===== config.mk =====
export PLATFORM = sky130hd
export DESIGN_NAME = smram_size_cfg
export DESIGN_NICKNAME = d
export VERILOG_FILES = /design/src/rtl/smq_pkg.sv /design/src/rtl/smq_query_reg.sv /design/src/rtl/smq_code_reg.sv /design/src/rtl/smq_size_decode.sv /design/src/rtl/smram_size_cfg.sv
export SDC_FILE = /design/constraint.sdc
export NUM_CORES = 1
export LEC_CHECK = 0
export CAP_MARGIN = 30
export CORE_ASPECT_RATIO = 0.9
export CORE_MARGIN = 2
export CORE_UTILIZATION = 39
export CTS_CLUSTER_SIZE = 12
export DETAILED_ROUTE_END_ITERATION = 16
export GPL_ROUTABILITY_DRIVEN = 1
export PLACE_DENSITY = 0.81
export SYNTH_ARGS = -nofsm -noshare
export SYNTH_HDL_FRONTEND = slang
export SYNTH_HIERARCHICAL = 1
export SYNTH_SLANG_ARGS = --single-unit

===== constraint.sdc =====
create_clock -name clk -period 1.7 [get_ports clk]
set_input_delay 0.34 -clock clk [delete_from_list [all_inputs] [get_ports clk]]
set_output_delay 0.34 -clock clk [all_outputs]
set_load 0.02 [all_outputs]

===== src/rtl/smq_pkg.sv =====
package smq_pkg;

   typedef enum logic [1:0] {
      SZ_1MB = 2'b00,
      SZ_2MB = 2'b01,
      SZ_8MB = 2'b10,
      SZ_EXT = 2'b11
   } smq_code_e;

   localparam int MB_SHIFT   = 20;
   localparam int EXT_MB_MAX = 4095;

endpackage


===== src/rtl/smq_query_reg.sv =====
module smq_query_reg #(
   parameter int QW     = 16,
   parameter int EXT_MB = 16
) (
   input  logic            clk,
   input  logic            rst_n,
   input  logic            wr_hit,
   input  logic [QW/8-1:0] be,
   input  logic [QW-1:0]   wdata,
   output logic [QW-1:0]   q
);
   localparam int          NB      = QW / 8;
   localparam logic [QW-1:0] ARM   = '1;
   localparam logic [QW-1:0] EXT_V = QW'(EXT_MB);

   logic [QW-1:0] merged;
   logic [QW-1:0] nxt;

   for (genvar b = 0; b < NB; b++) begin : g_lane
      assign merged[8*b +: 8] = be[b] ? wdata[8*b +: 8] : q[8*b +: 8];
   end

   if (EXT_MB != 0) begin : g_ext
      assign nxt = (merged == ARM) ? EXT_V : merged;
   end else begin : g_legacy
      assign nxt = merged;
   end

   always_ff @(posedge clk or negedge rst_n) begin
      if (!rst_n)      q <= EXT_V;
      else if (wr_hit) q <= nxt;
   end
endmodule


===== src/rtl/smq_code_reg.sv =====
module smq_code_reg #(
   parameter int CW = 2
) (
   input  logic          clk,
   input  logic          rst_n,
   input  logic          wr_hit,
   input  logic [CW-1:0] wdata,
   output logic [CW-1:0] code
);
   always_ff @(posedge clk or negedge rst_n) begin
      if (!rst_n)      code <= '0;
      else if (wr_hit) code <= wdata;
   end
endmodule


===== src/rtl/smq_size_decode.sv =====
module smq_size_decode
   import smq_pkg::*;
#(
   parameter int EXT_MB = 16,
   parameter int SIZE_W = 32
) (
   input  logic [1:0]        code,
   output logic [SIZE_W-1:0] size_bytes
);
   localparam logic [SIZE_W-1:0] ONE_MB = SIZE_W'(1) << MB_SHIFT;
   logic [SIZE_W-1:0] ext_bytes;

   if (EXT_MB != 0) begin : g_ext
      assign ext_bytes = SIZE_W'(EXT_MB) << MB_SHIFT;
   end else begin : g_legacy
      assign ext_bytes = '0;
   end

   always_comb begin
      unique case (smq_code_e'(code))
         SZ_1MB:  size_bytes = ONE_MB;
         SZ_2MB:  size_bytes = ONE_MB << 1;
         SZ_8MB:  size_bytes = ONE_MB << 3;
         default: size_bytes = ext_bytes;
      endcase
   end
endmodule


===== src/rtl/smram_size_cfg.sv =====
module smram_size_cfg
   import smq_pkg::*;
#(
   parameter int                EXT_MB   = 16,
   parameter int                ADDR_W   = 8,
   parameter int                DATA_W   = 16,
   parameter int                SIZE_W   = 32,
   parameter logic [ADDR_W-1:0] QRY_OFS  = 8'h50,
   parameter logic [ADDR_W-1:0] CODE_OFS = 8'h54
) (
   input  logic                clk,
   input  logic                rst_n,
   input  logic                cfg_we,
   input  logic [ADDR_W-1:0]   cfg_addr,
   input  logic [DATA_W/8-1:0] cfg_be,
   input  logic [DATA_W-1:0]   cfg_wdata,
   output logic [DATA_W-1:0]   cfg_rdata,
   output logic [SIZE_W-1:0]   region_bytes
);
   localparam int CW = 2;

   if (EXT_MB < 0 || EXT_MB > EXT_MB_MAX) begin : g_bad_ext
      $error("EXT_MB must lie in 0..4095");
   end
   if (DATA_W % 8 != 0 || DATA_W < 16) begin : g_bad_w
      $error("DATA_W must be a byte multiple of at least 16");
   end
   if (SIZE_W < 32) begin : g_bad_sz
      $error("SIZE_W must be at least 32");
   end
   if (QRY_OFS[0] || CODE_OFS[0] || QRY_OFS == CODE_OFS) begin : g_bad_ofs
      $error("register offsets must be even and distinct");
   end

   logic              qry_hit, code_hit;
   logic [DATA_W-1:0] qry_q;
   logic [CW-1:0]     code_q;

   assign qry_hit  = cfg_we && (cfg_addr == QRY_OFS);
   assign code_hit = cfg_we && (cfg_addr == CODE_OFS) && cfg_be[0];

   smq_query_reg #(.QW(DATA_W), .EXT_MB(EXT_MB)) u_qry (
      .clk    (clk),
      .rst_n  (rst_n),
      .wr_hit (qry_hit),
      .be     (cfg_be),
      .wdata  (cfg_wdata),
      .q      (qry_q)
   );

   smq_code_reg #(.CW(CW)) u_code (
      .clk    (clk),
      .rst_n  (rst_n),
      .wr_hit (code_hit),
      .wdata  (cfg_wdata[CW-1:0]),
      .code   (code_q)
   );

   smq_size_decode #(.EXT_MB(EXT_MB), .SIZE_W(SIZE_W)) u_dec (
      .code       (code_q),
      .size_bytes (region_bytes)
   );

   always_comb begin
      if (cfg_addr == QRY_OFS)       cfg_rdata = qry_q;
      else if (cfg_addr == CODE_OFS) cfg_rdata = DATA_W'(code_q);
      else                           cfg_rdata = '0;
   end
endmodule


==> run_results.csv, run 1 <==
group,metric,value,unit
layout,seqCellArea,452,sq um
floorplanning,die_w,67.1,um
yosys,yosys.area.top_type,"dfrtp_1",
sta,fin_ws,-0.126,ns
global_route,grt_use_total,18.1,%
layout,fillCellCount,269,
clocking,clkTransAtPathRegs,0.07,ns
worst_setup_path,cp-end-kind,"primary output",
detailed_routing,vias,1282,
sta,rsz0062_at_grt,"true",
layout,drive_gt1_share,39.7,%
outcome,violations,"setup timing",
floorplanning,rows,20,
global_route,antenna_found_initial,0,
layout,nNetsFinal,244,
detailed_routing,drc,0,
worst_setup_path,critPathKind,"input pin to primary output",
job,maxCapViolations,0,
layout,syn2layout_area_growth,61.0,%
global_route,use_met2,32.4,%
detailed_routing,wire_per_inst,14.0,um
clocking,cts.sinks,18,
detailed_routing,final_antenna_net_count,0,
yosys,synthAdderAreaFrac,0,%
yosys,synth_seq_cells,18,
sta,slew_viol_final,0,
yosys,synthSimpleGateAreaFrac,25.2,%
sta,hold_viol,0,
outcome,status,"finished with violations",
layout,multi_input_area,887,sq um
power,swShare,27.9,%
detailed_routing,viasPerCell,4.97,
hold_path,hp-class,"input pin to flop",
sta,finalSetupViolations,14,
clocking,clockBufferDepth,2,
detailed_routing,routed_wl,3.61,mm
detailed_routing,drt_iter0_drc,30,
sta,whs,0.378,ns
yosys,synthesis.area,0.00140,sq mm
power,leakage,1.18,nW
yosys,synth.distinct_cells,34,
yosys,ys_seq_area_share,32.3,%
sta,timing.final.crit_share,107,%
clocking,cts-htree-levels,1,
clocking,cts_tree,"built",
worst_setup_path,critPathMaxFanout,7,
global_route,grt-ovfl-total,0,
yosys,synth_top_family_by_area,"simple AND/OR/NAND/NOR gates",
global_route,grt_pass1_wl,5.51,mm
power,power_frac_clock,33.0,%
floorplanning,fp.dieH,60.8,um
yosys,yosysWarnings,6,
sta,fmax,548,MHz
power,ir_worst_vdd,0.336,mV
power,switching_power,0.293,mW
global_route,use_met1,24.0,%
yosys,yosys-top-cells-area,"dfrtp_1, buf_4, a22o_1, nor3_2, mux2i_1",
floorplanning,initial_core_util,41.1,%
power,pwr-share-comb,24.0,%
global_route,grt_pass1_vias,1134,
power,power_density,466,mW/mm^2
power,cell_internal_pwr,0.757,mW
sta,fin_crit,1.83,ns
global_route,use_met3,2.41,%
power,seq_power_share,43.0,%
floorplanning,die_area,0.00408,sq mm
yosys,avgSynthCellArea,9.71,sq um
worst_setup_path,arrival,1.49,ns
layout,fin_area,0.00225,sq mm
yosys,synth_xor_area_share,0,%
sta,skew,0.00140,ns
yosys,synth_compound_area_share,12.4,%
clocking,clockRootBuffer,"clkbuf_8",
clocking,numCtsBuffers,3,
global_route,grt_busiest_layer,"met2",
placement,place.gp.congestion,0.748,
floorplanning,pin_count,77,
global_route,grt_max_degree,19,
yosys,synth_cells,144,
placement,place_area,0.00201,sq mm
placement,io_buffers,48,
clocking,clk_latency,0.25,ns
detailed_routing,dr.pass1.iters,4,
worst_setup_path,cp-start-kind,"input pin",
yosys,synth_top_cell_area_share,30.4,%
placement,place_hpwl,2.57,mm
yosys,synthMuxAreaShare,6.71,%
layout,antenna_cells,0,
clocking,cts_hold_buf,0,
worst_setup_path,worstPathRequired,1.36,ns
floorplanning,core,0.00340,sq mm
[repair_timing]
item,4_1_cts,5_1_grt
buffers inserted,6,2
cloned,2,0
setup endpoints to repair,38,32
pin swaps,27,20
resized for setup,142,15
endpoints found under the hold margin,0,0
[cells by family after synthesis]
kind of cell | count (synthesis)
flops | 18
other cells | 1
compound gates | 20
simple gates | 47
buf+inv | 49
mux | 9
[cells in the final DEF (no fill, tap or decap), types with 2 or more instances in the layout]
cell type | synthesis | layout
nor3_4 | 1 | 13
dlymetal6s2s_1 | 0 | 4
clkbuf_2 | 0 | 2
o2bb2ai_1 | 5 | 5
mux2_2 | 3 | 3
nand3b_1 | 2 | 2
buf_6 | 1 | 17
nand2_1 | 7 | 6
and4b_1 | 2 | 2
buf_2 | 1 | 2
nand3_1 | 3 | 2
inv_1 | 15 | 15
mux2i_1 | 6 | 6
a22o_1 | 12 | 12
clkdlybuf4s50_1 | 0 | 12
and3_4 | 2 | 3
buf_4 | 30 | 19
nor3_2 | 9 | 3
dlygate4sd2_1 | 0 | 10
buf_12 | 1 | 4
dfrtp_1 | 17 | 17
clkbuf_8 | 0 | 4
conb_1 | 1 | 28
nor3_1 | 8 | 2
and4_1 | 3 | 2
o21ai_4 | 0 | 2
[cell type report]
class / instances / share of cell area (%)
clock buffers: 4 / 2.45
inverters: 15 / 2.50
multi-input cells: 104 / 39.4
flip-flops and latches: 18 / 20.1
well taps: 44 / 2.45
repair buffers: 73 / 33.1
[state kept, by name (all words and copies together), names as in the netlist]
register / flops
u_code/code: 2
u_qry/q: 16
[synthesized netlist by cell type]
cell type / n
and3_4: 2
nor4_2: 1
conb_1: 1
nor3_2: 9
buf_6: 1
buf_2: 1
or3_2: 1
o21ai_2: 2
dfstp_2: 1
and3_1: 1
mux2_2: 3
mux2i_1: 6
nor2b_1: 1
and4_1: 3
nor3_1: 8
inv_1: 15
nand3_1: 3
clkbuf_1: 1
nor3_4: 1
and4b_1: 2
buf_4: 30
and2_2: 1
or4_4: 1
and2b_2: 1
a22o_1: 12
dfrtp_1: 17
buf_12: 1
o2bb2ai_1: 5
nand3b_1: 2
nand4bb_1: 1
nand4_1: 1
nand2_1: 7
a22oi_1: 1
nor2_1: 1
[power by group through the flow]
| stage | sequential [mW] | combinational [mW] | clock [mW] |
|---|---|---|---|
| global route | 0.452 | 0.269 | 0.373 |
| floorplan | 0.455 | 0.170 | 0 |
| finish | 0.451 | 0.252 | 0.346 |
| global placement | 0.458 | 0.234 | 0 |
| detailed placement | 0.459 | 0.237 | 0 |
| CTS | 0.451 | 0.250 | 0.348 |
[worst paths after layout]
check | startpoint | end | slack [ns] | cells past startpoint
worst max-delay path | cfg_addr[2] | cfg_rdata[5] | -0.13 | 5
worst min-delay path | cfg_wdata[5] | u_qry/q[5]$_DFFE_PN0P_ | 0.38 | 3
worst max register to register | u_qry/q[4]$_DFFE_PN1P_ | u_qry/q[6]$_DFFE_PN0P_ | 0.09 | 5
worst min register to register | u_qry/q[9]$_DFFE_PN0P_ | u_qry/q[9]$_DFFE_PN0P_ | 0.53 | 1
max in group asynchronous | rst_n | u_qry/q[4]$_DFFE_PN1P_ | 1.03 | 2
min in group asynchronous | rst_n | u_qry/q[12]$_DFFE_PN0P_ | 0.41 | 2
[per-layer routing]
| metal | share of wire [%] | vias up |
|---|---|---|
| met2 | 51 | 58 |
| li1 | - | 599 |
| met4 | 1.6 | 0 |
| met1 | 41 | 617 |
| met3 | 6.4 | 8 |
| met5 | 0 | - |
[stage by stage]
| stage | instances | total power [mW] | setup TNS [ns] | setup WS (ns) | utilization [%] |
|---|---|---|---|---|---|
| floorplan | 171 | 0.625 | -0.450 | -0.103 | - |
| global placement | 247 | 0.691 | -23.60 | -0.913 | 59.0 |
| detailed placement | 247 | 0.695 | -24.29 | -0.974 | 59.0 |
| CTS | 258 | 1.05 | -2.19 | -0.187 | 65.2 |
| global route | 258 | 1.09 | -2.21 | -0.177 | 66.1 |
| finish | 258 | 1.05 | -1.58 | -0.126 | 66.1 |
[critical path, stage by stage]
cell             delay (ns)
clkdlybuf4s15_1        0.19
or4_4                  0.50
buf_12                 0.19
nor3_4                 0.12
buf_6                  0.14
No activity file was read; power rests on OpenSTA's default activity.
==> inputs of run 2 (changes only) <==
--- a/config.mk
+++ b/config.mk
@@ -5,14 +5,17 @@
 export SDC_FILE = /design/constraint.sdc
 export NUM_CORES = 1
 export LEC_CHECK = 0
+export ABC_AREA = 1
 export CAP_MARGIN = 30
 export CORE_ASPECT_RATIO = 0.9
 export CORE_MARGIN = 2
-export CORE_UTILIZATION = 39
+export CORE_UTILIZATION = 42
 export CTS_CLUSTER_SIZE = 12
 export DETAILED_ROUTE_END_ITERATION = 16
 export GPL_ROUTABILITY_DRIVEN = 1
+export GPL_TIMING_DRIVEN = 0
 export PLACE_DENSITY = 0.81
+export REMOVE_ABC_BUFFERS = 1
 export SYNTH_ARGS = -nofsm -noshare
 export SYNTH_HDL_FRONTEND = slang
 export SYNTH_HIERARCHICAL = 1
==> run 2 against run 1 <==
Non-clock buffer count fell by 17. Synthesized cell count rose by 97%. Highest routed layer unchanged. Flip-flop and latch count did not move. The flow now finishes without violations. Via count rose by 27%. Cell area fell by 2.1%. Maximum frequency rose by 10%. Core utilization fell by 7.5 points.
==> run_results.csv, run 2 <==
group,metric,value,unit
power,seq_power_share,44.6,%
detailed_routing,viasPerCell,4.26,
yosys,synth_cells,283,
sta,hold_viol,0,
clocking,clockRootBuffer,"clkbuf_8",
yosys,synth_seq_cells,18,
sta,skew,0.00416,ns
detailed_routing,dr.pass1.iters,4,
layout,post-route-util,58.6,%
hold_path,hp-class,"flop to flop",
placement,place.gp.congestion,0.806,
layout,largest_registers,"u_qry/q (16), u_code/code (2)",
layout,top_register,"u_qry/q",
yosys,yosys-top-cells-area,"dfrtp_1, nand2_1, buf_4, inv_1, nor2_1",
power,cell_internal_pwr,0.705,mW
clocking,cts-htree-levels,1,
layout,drive_gt1_share,19.3,%
power,switching_power,0.323,mW
clocking,cts.sinks,18,
worst_setup_path,cp-start-kind,"input pin",
layout,fin_area,0.00220,sq mm
detailed_routing,final_antenna_net_count,0,
layout,finalNonFillerCells,383,
power,finalPower,1.03,mW
layout,syn2layout_area_growth,31.6,%
placement,place_inst,369,
floorplanning,pin_count,77,
yosys,synth_top_cell_area_share,25.4,%
floorplanning,rows,21,
global_route,grt_pass1_vias,1484,
yosys,ys_seq_area_share,27.0,%
layout,nNetsFinal,367,
sta,tightest_slew,0.847,ns
sta,fin_crit,1.66,ns
yosys,avgSynthCellArea,5.91,sq um
sta,rsz0062_at_grt,"true",
sta,slew_viol_final,0,
floorplanning,fp.dieH,63.9,um
placement,io_buffers,48,
layout,antenna_cells,0,
clocking,cts_tree,"built",
global_route,grt-ovfl-total,0,
power,swShare,31.4,%
yosys,yosys-top-cells-count,"nand2_1, inv_1, nor2_1",
detailed_routing,drt_iter0_drc,33,
yosys,synth.distinct_cells,20,
sta,slew_headroom,43.3,%
clocking,clockBufferDepth,2,
worst_setup_path,r2r_cells,9,
global_route,grt_max_degree,19,
sta,finalSetupViolations,0,
worst_setup_path,cp-end-kind,"primary output",
power,power_density,467,mW/mm^2
layout,mostFrequentLayoutCell,"nand2_1",
worst_setup_path,reg2reg_slack,0.27,ns
yosys,yosys.area.top_type,"dfrtp_1",
yosys,synthesis.area,0.00167,sq mm
sta,fmax,603,MHz
placement,place_hpwl,2.51,mm
outcome,status,"finished, final reports clean",
detailed_routing,routed_wl,3.77,mm
power,ir_worst_vdd,0.255,mV
power,leakage,1.20,nW
job,maxCapViolations,0,
yosys,synth.most_common_cell,"nand2_1",
layout,largest_reg_flops,16,
floorplanning,initial_core_util,44.5,%
yosys,synth_edf_count,0,
placement,place_area,0.00204,sq mm
global_route,antenna_found_initial,0,
clocking,numCtsBuffers,3,
detailed_routing,drc,0,
clocking,clkTransAtPathRegs,0.07,ns
worst_setup_path,arrival,1.32,ns
power,power_frac_clock,30.7,%
sta,timing.final.crit_share,97.6,%
worst_setup_path,critPathKind,"input pin to primary output",
floorplanning,die_area,0.00450,sq mm
yosys,ys_async_sr_fraction,100,%
layout,final_cell_mix,"nand2_1, inv_1, nor2_1",
floorplanning,core,0.00376,sq mm
worst_setup_path,worstPathRequired,1.36,ns
yosys,synth_flop_cell,"dfrtp_1",
clocking,clk_latency,0.26,ns
power,pwr-share-comb,24.6,%
yosys,yosysWarnings,6,
worst_setup_path,critPathMaxFanout,8,
detailed_routing,wire_per_inst,9.85,um
global_route,grt_use_total,17.5,%
floorplanning,die_w,70.5,um
global_route,grt_pass1_wl,6.42,mm
sta,whs,0.506,ns
hold_path,holdPathStages,2,
detailed_routing,vias,1632,
run 2: changes by cell type after synthesis, sizes merged, moves of 5 or more:
cell,delta
nand2,+103
nor2,+49
inv,+45
o2bb2ai,-5
a22o,-12
nor3,-17
mux2i,-6
run 2: worst max-delay path, cell delays in order:
cell and delay [ns]:
dlygate4sd2_1 0.24, inv_1 0.06, nand2_2 0.06, nor2_4 0.12, buf_12 0.14, nand2_8 0.09, nor2_1 0.11, buf_4 0.14
run 2: what timing repair did:
action | 4_1_cts | 5_1_grt
pin swaps | 9 | 2
endpoints found under the setup margin | 36 | 30
cloned | 2 | 0
resized for setup | 110 | 17
hold buffers | 0 | 0
buffers inserted | 5 | 3
hold endpoints to repair | 0 | 0
run 2: area by class of cell:
cell class	instances	area (sq um)
Inverter	60	231
Multi-Input combinational cell	198	905
Fill cell	379	1560
Sequential cell	18	452
Clock buffer	4	45.0
Timing Repair Buffer	56	504
Timing Repair inverter	1	7.51
Tap cell	46	57.6
run 2: cells by family after synthesis:
logic type	Yosys count	synth area share (%)
AO/OA/AOI/OAI	5	1.50
flip-flops	18	27.0
other	1	0.224
AND/OR/NAND/NOR	164	41.4
buffers and inverters	95	29.8
run 2: path summary, 6_finish.rpt:
path | startpoint | to
max | cfg_addr[0] | cfg_rdata[10]
min reg2reg | u_qry/q[4]$_DFFE_PN1P_ | u_qry/q[4]$_DFFE_PN1P_
min in group asynchronous | rst_n | u_qry/q[0]$_DFFE_PN0P_
min | u_qry/q[4]$_DFFE_PN1P_ | u_qry/q[4]$_DFFE_PN1P_
max in group asynchronous | rst_n | u_qry/q[12]$_DFFE_PN0P_
max reg2reg | u_qry/q[4]$_DFFE_PN1P_ | u_qry/q[11]$_DFFE_PN0P_
run 2: per-stage QoR:
step                setup WS (ns)  TNS (ns)
floorplan                   0.126         0
global placement           -0.719    -20.84
detailed placement         -0.733    -21.63
CTS                       0.00486         0
global route              -0.0170   -0.0345
finish                     0.0413         0
run 2: metal layers:
layer | up-vias | share of wire [%] | GRT usage, %
met4 | 0 | 2.0 | 6.97
met2 | 51 | 46 | 29.1
met1 | 721 | 45 | 22.2
met5 | - | 0 | 0
li1 | 851 | - | -
met3 | 9 | 7.0 | 3.47
run 2: power groups by stage:
stage                     clock network [mW]  registers, mW  logic, mW
final                                  0.316          0.459      0.253
after detailed placement                   0          0.466      0.244
after global routing                   0.339          0.461      0.283
after floorplan                            0          0.463      0.143
after global placement                     0          0.466      0.240
after CTS                              0.327          0.458      0.245
==> inputs of run 3 (changes only) <==
--- a/config.mk
+++ b/config.mk
@@ -5,17 +5,14 @@
 export SDC_FILE = /design/constraint.sdc
 export NUM_CORES = 1
 export LEC_CHECK = 0
-export ABC_AREA = 1
-export CAP_MARGIN = 30
 export CORE_ASPECT_RATIO = 0.9
 export CORE_MARGIN = 2
-export CORE_UTILIZATION = 42
+export CORE_UTILIZATION = 39
 export CTS_CLUSTER_SIZE = 12
 export DETAILED_ROUTE_END_ITERATION = 16
 export GPL_ROUTABILITY_DRIVEN = 1
 export GPL_TIMING_DRIVEN = 0
 export PLACE_DENSITY = 0.81
-export REMOVE_ABC_BUFFERS = 1
 export SYNTH_ARGS = -nofsm -noshare
 export SYNTH_HDL_FRONTEND = slang
 export SYNTH_HIERARCHICAL = 1
==> run 3 against run 2 <==
The flow now finishes with violations (setup timing). Worst setup slack lost 0.21 ns. Flip-flop and latch count stayed put. Maximum frequency is 11% lower. Clock power is 9.5% higher. Register-to-register slack lost 0.28 ns. Routed wire length decreased by 2.5%. Sequential power down 2%. Sequential share of layout area is 2.2 points lower. Global-route usage is 0.79 points higher. Final cell count is 27% lower. Total power up 7.1%. Largest cell class unchanged. Largest power group unchanged.
==> run_results.csv, run 3 (synthesis results as in run 1) <==
group,metric,value,unit
outcome,status,"finished with violations",
outcome,violations,"setup timing",
clocking,cts_tree,"built",
detailed_routing,dr.pass1.iters,4,
sta,fmax,534,MHz
clocking,numCtsBuffers,3,
sta,hold_viol,0,
detailed_routing,drc,0,
placement,place_inst,263,
worst_setup_path,worstPathRequired,1.36,ns
global_route,grt_max_degree,19,
sta,skew,0.00520,ns
layout,final_cell_mix,"buf_4, conb_1, buf_6",
detailed_routing,vias,1317,
worst_setup_path,arrival,1.53,ns
worst_setup_path,endpoint,"cfg_rdata[12]",
detailed_routing,routed_wl,3.68,mm
clocking,clkTransAtPathRegs,0.07,ns
global_route,grt_use_total,18.3,%
power,power_density,445,mW/mm^2
floorplanning,die_w,67.1,um
layout,fin_area,0.00247,sq mm
power,ir_worst_vdd,0.344,mV
placement,io_buffers,48,
floorplanning,initial_core_util,41.1,%
placement,place.gp.congestion,0.798,
worst_setup_path,worst-path-stages,5,
job,maxCapViolations,0,
placement,place_area,0.00210,sq mm
hold_path,hp-class,"input pin to flop",
layout,multi_input_area,926,sq um
detailed_routing,viasPerCell,4.70,
clocking,cts-htree-levels,1,
worst_setup_path,reg2reg_slack,-0.01,ns
layout,antenna_cells,0,
layout,nNetsFinal,266,
worst_setup_path,path_cells,"buf_6 -> or4_4 -> buf_12 -> nor3_4 -> buf_6",
worst_setup_path,reg2reg_from,"u_qry/q[12]$_DFFE_PN0P_",
sta,slew_headroom,46.5,%
detailed_routing,wire_per_inst,13.1,um
global_route,grt-ovfl-total,0,
placement,place_hpwl,2.58,mm
worst_setup_path,critPathKind,"input pin to primary output",
global_route,grt_pass1_wl,5.53,mm
floorplanning,rows,20,
clocking,cts.sinks,18,
layout,finalNonFillerCells,280,
worst_setup_path,path_common_cell,"buf_6",
sta,rsz0062_at_grt,"true",
detailed_routing,drt_iter0_drc,31,
power,leakage,1.33,nW
floorplanning,pin_count,77,
sta,slew_viol_final,0,
worst_setup_path,critPathMaxFanout,5,
clocking,clk_latency,0.25,ns
sta,tightest_slew,0.799,ns
layout,top_register,"u_qry/q",
layout,syn2layout_area_growth,76.7,%
floorplanning,die_area,0.00408,sq mm
worst_setup_path,cp_slowest_cell,"or4_4",
floorplanning,core,0.00340,sq mm
sta,fin_ws,-0.171,ns
layout,fillCellCount,255,
worst_setup_path,r2r_cells,5,
sta,finalSetupViolations,23,
layout,largest_reg_flops,16,
clocking,clockBufferDepth,2,
layout,seqCellArea,452,sq um
sta,fin_crit,1.87,ns
worst_setup_path,path_buf_inv,3,
clocking,clockRootBuffer,"clkbuf_8",
worst_setup_path,worstReg2RegEnd,"u_qry/q[14]$_DFFE_PN0P_",
layout,largest_registers,"u_qry/q (16), u_code/code (2)",
layout,mostFrequentLayoutCell,"buf_4",
worst_setup_path,critPathLaunch,"cfg_addr[3]",
worst_setup_path,cp-start-kind,"input pin",
detailed_routing,final_antenna_net_count,0,
layout,drive_gt1_share,47.0,%
global_route,grt_pass1_vias,1192,
global_route,antenna_found_initial,0,
sta,timing.final.crit_share,110,%
floorplanning,fp.dieH,60.8,um
worst_setup_path,cp-end-kind,"primary output",
worst_setup_path,max_stage_delay,0.62,ns
worst_setup_path,path_delay_family,"simple AND/OR/NAND/NOR gates",
run 3: worst min-delay path by stage:
stage | end | slack (ns) | startpoint | cells past startpoint
after global routing | u_qry/q[1]$_DFFE_PN0P_ | 0.39 | cfg_wdata[1] | 3
final | u_code/code[0]$_DFFE_PN0P_ | 0.39 | cfg_wdata[0] | 2
after global placement | u_qry/q[9]$_DFFE_PN0P_ | 0.50 | u_qry/q[9]$_DFFE_PN0P_ | 1
after detailed placement | u_qry/q[7]$_DFFE_PN0P_ | 0.51 | u_qry/q[7]$_DFFE_PN0P_ | 1
after floorplan | u_code/code[0]$_DFFE_PN0P_ | 0.04 | rst_n | 0
after CTS | u_qry/q[12]$_DFFE_PN0P_ | 0.48 | cfg_wdata[12] | 3
run 3: stage by stage:
| step | worst slack (ns) | setup TNS (ns) | utilization, % | power (mW) | hold WS, ns |
|---|---|---|---|---|---|
| 6_report | -0.171 | -2.13 | 72.6 | 1.10 | 0.391 |
| 2_1_floorplan | -0.103 | -0.450 | - | 0.625 | 0.0444 |
| 3_3_place_gp | -1.13 | -25.89 | 61.8 | 0.721 | 0.498 |
| 5_1_grt | -0.203 | -2.87 | 72.6 | 1.16 | 0.390 |
| 4_1_cts | -0.199 | -2.01 | 70.4 | 1.09 | 0.479 |
| 3_5_place_dp | -1.17 | -26.51 | 61.8 | 0.724 | 0.511 |
run 3: timing repair:
item,CTS,global route
hold buffers,0,0
setup buffers,13,1
pin swaps,14,23
gates resized for setup,152,25
cloned,2,0
endpoints found under the setup margin,38,34
run 3: final cells by class:
type	instances	area share, %
clock buffer	4	2.23
multi-input combinational	104	37.5
tap	44	2.23
sequential	18	18.3
buffer	32	11.0
inverter	15	2.28
timing repair buffer	63	26.4
run 3: routing by layer:
layer / wire, um / global-route usage [%] / vias up / share of wire, %
met5: 0 / 0 / - / 0
met4: 8 / 4.08 / 0 / 0.22
met3: 278 / 2.97 / 2 / 7.6
met2: 1890 / 32.0 / 58 / 51
met1: 1500 / 24.0 / 618 / 41
li1: - / - / 639 / -
run 3: power by group:
group          internal (mW)  total [mW]  switching, mW
Sequential             0.440       0.451         0.0113
Clock                  0.205       0.346          0.141
Combinational          0.150       0.303          0.153
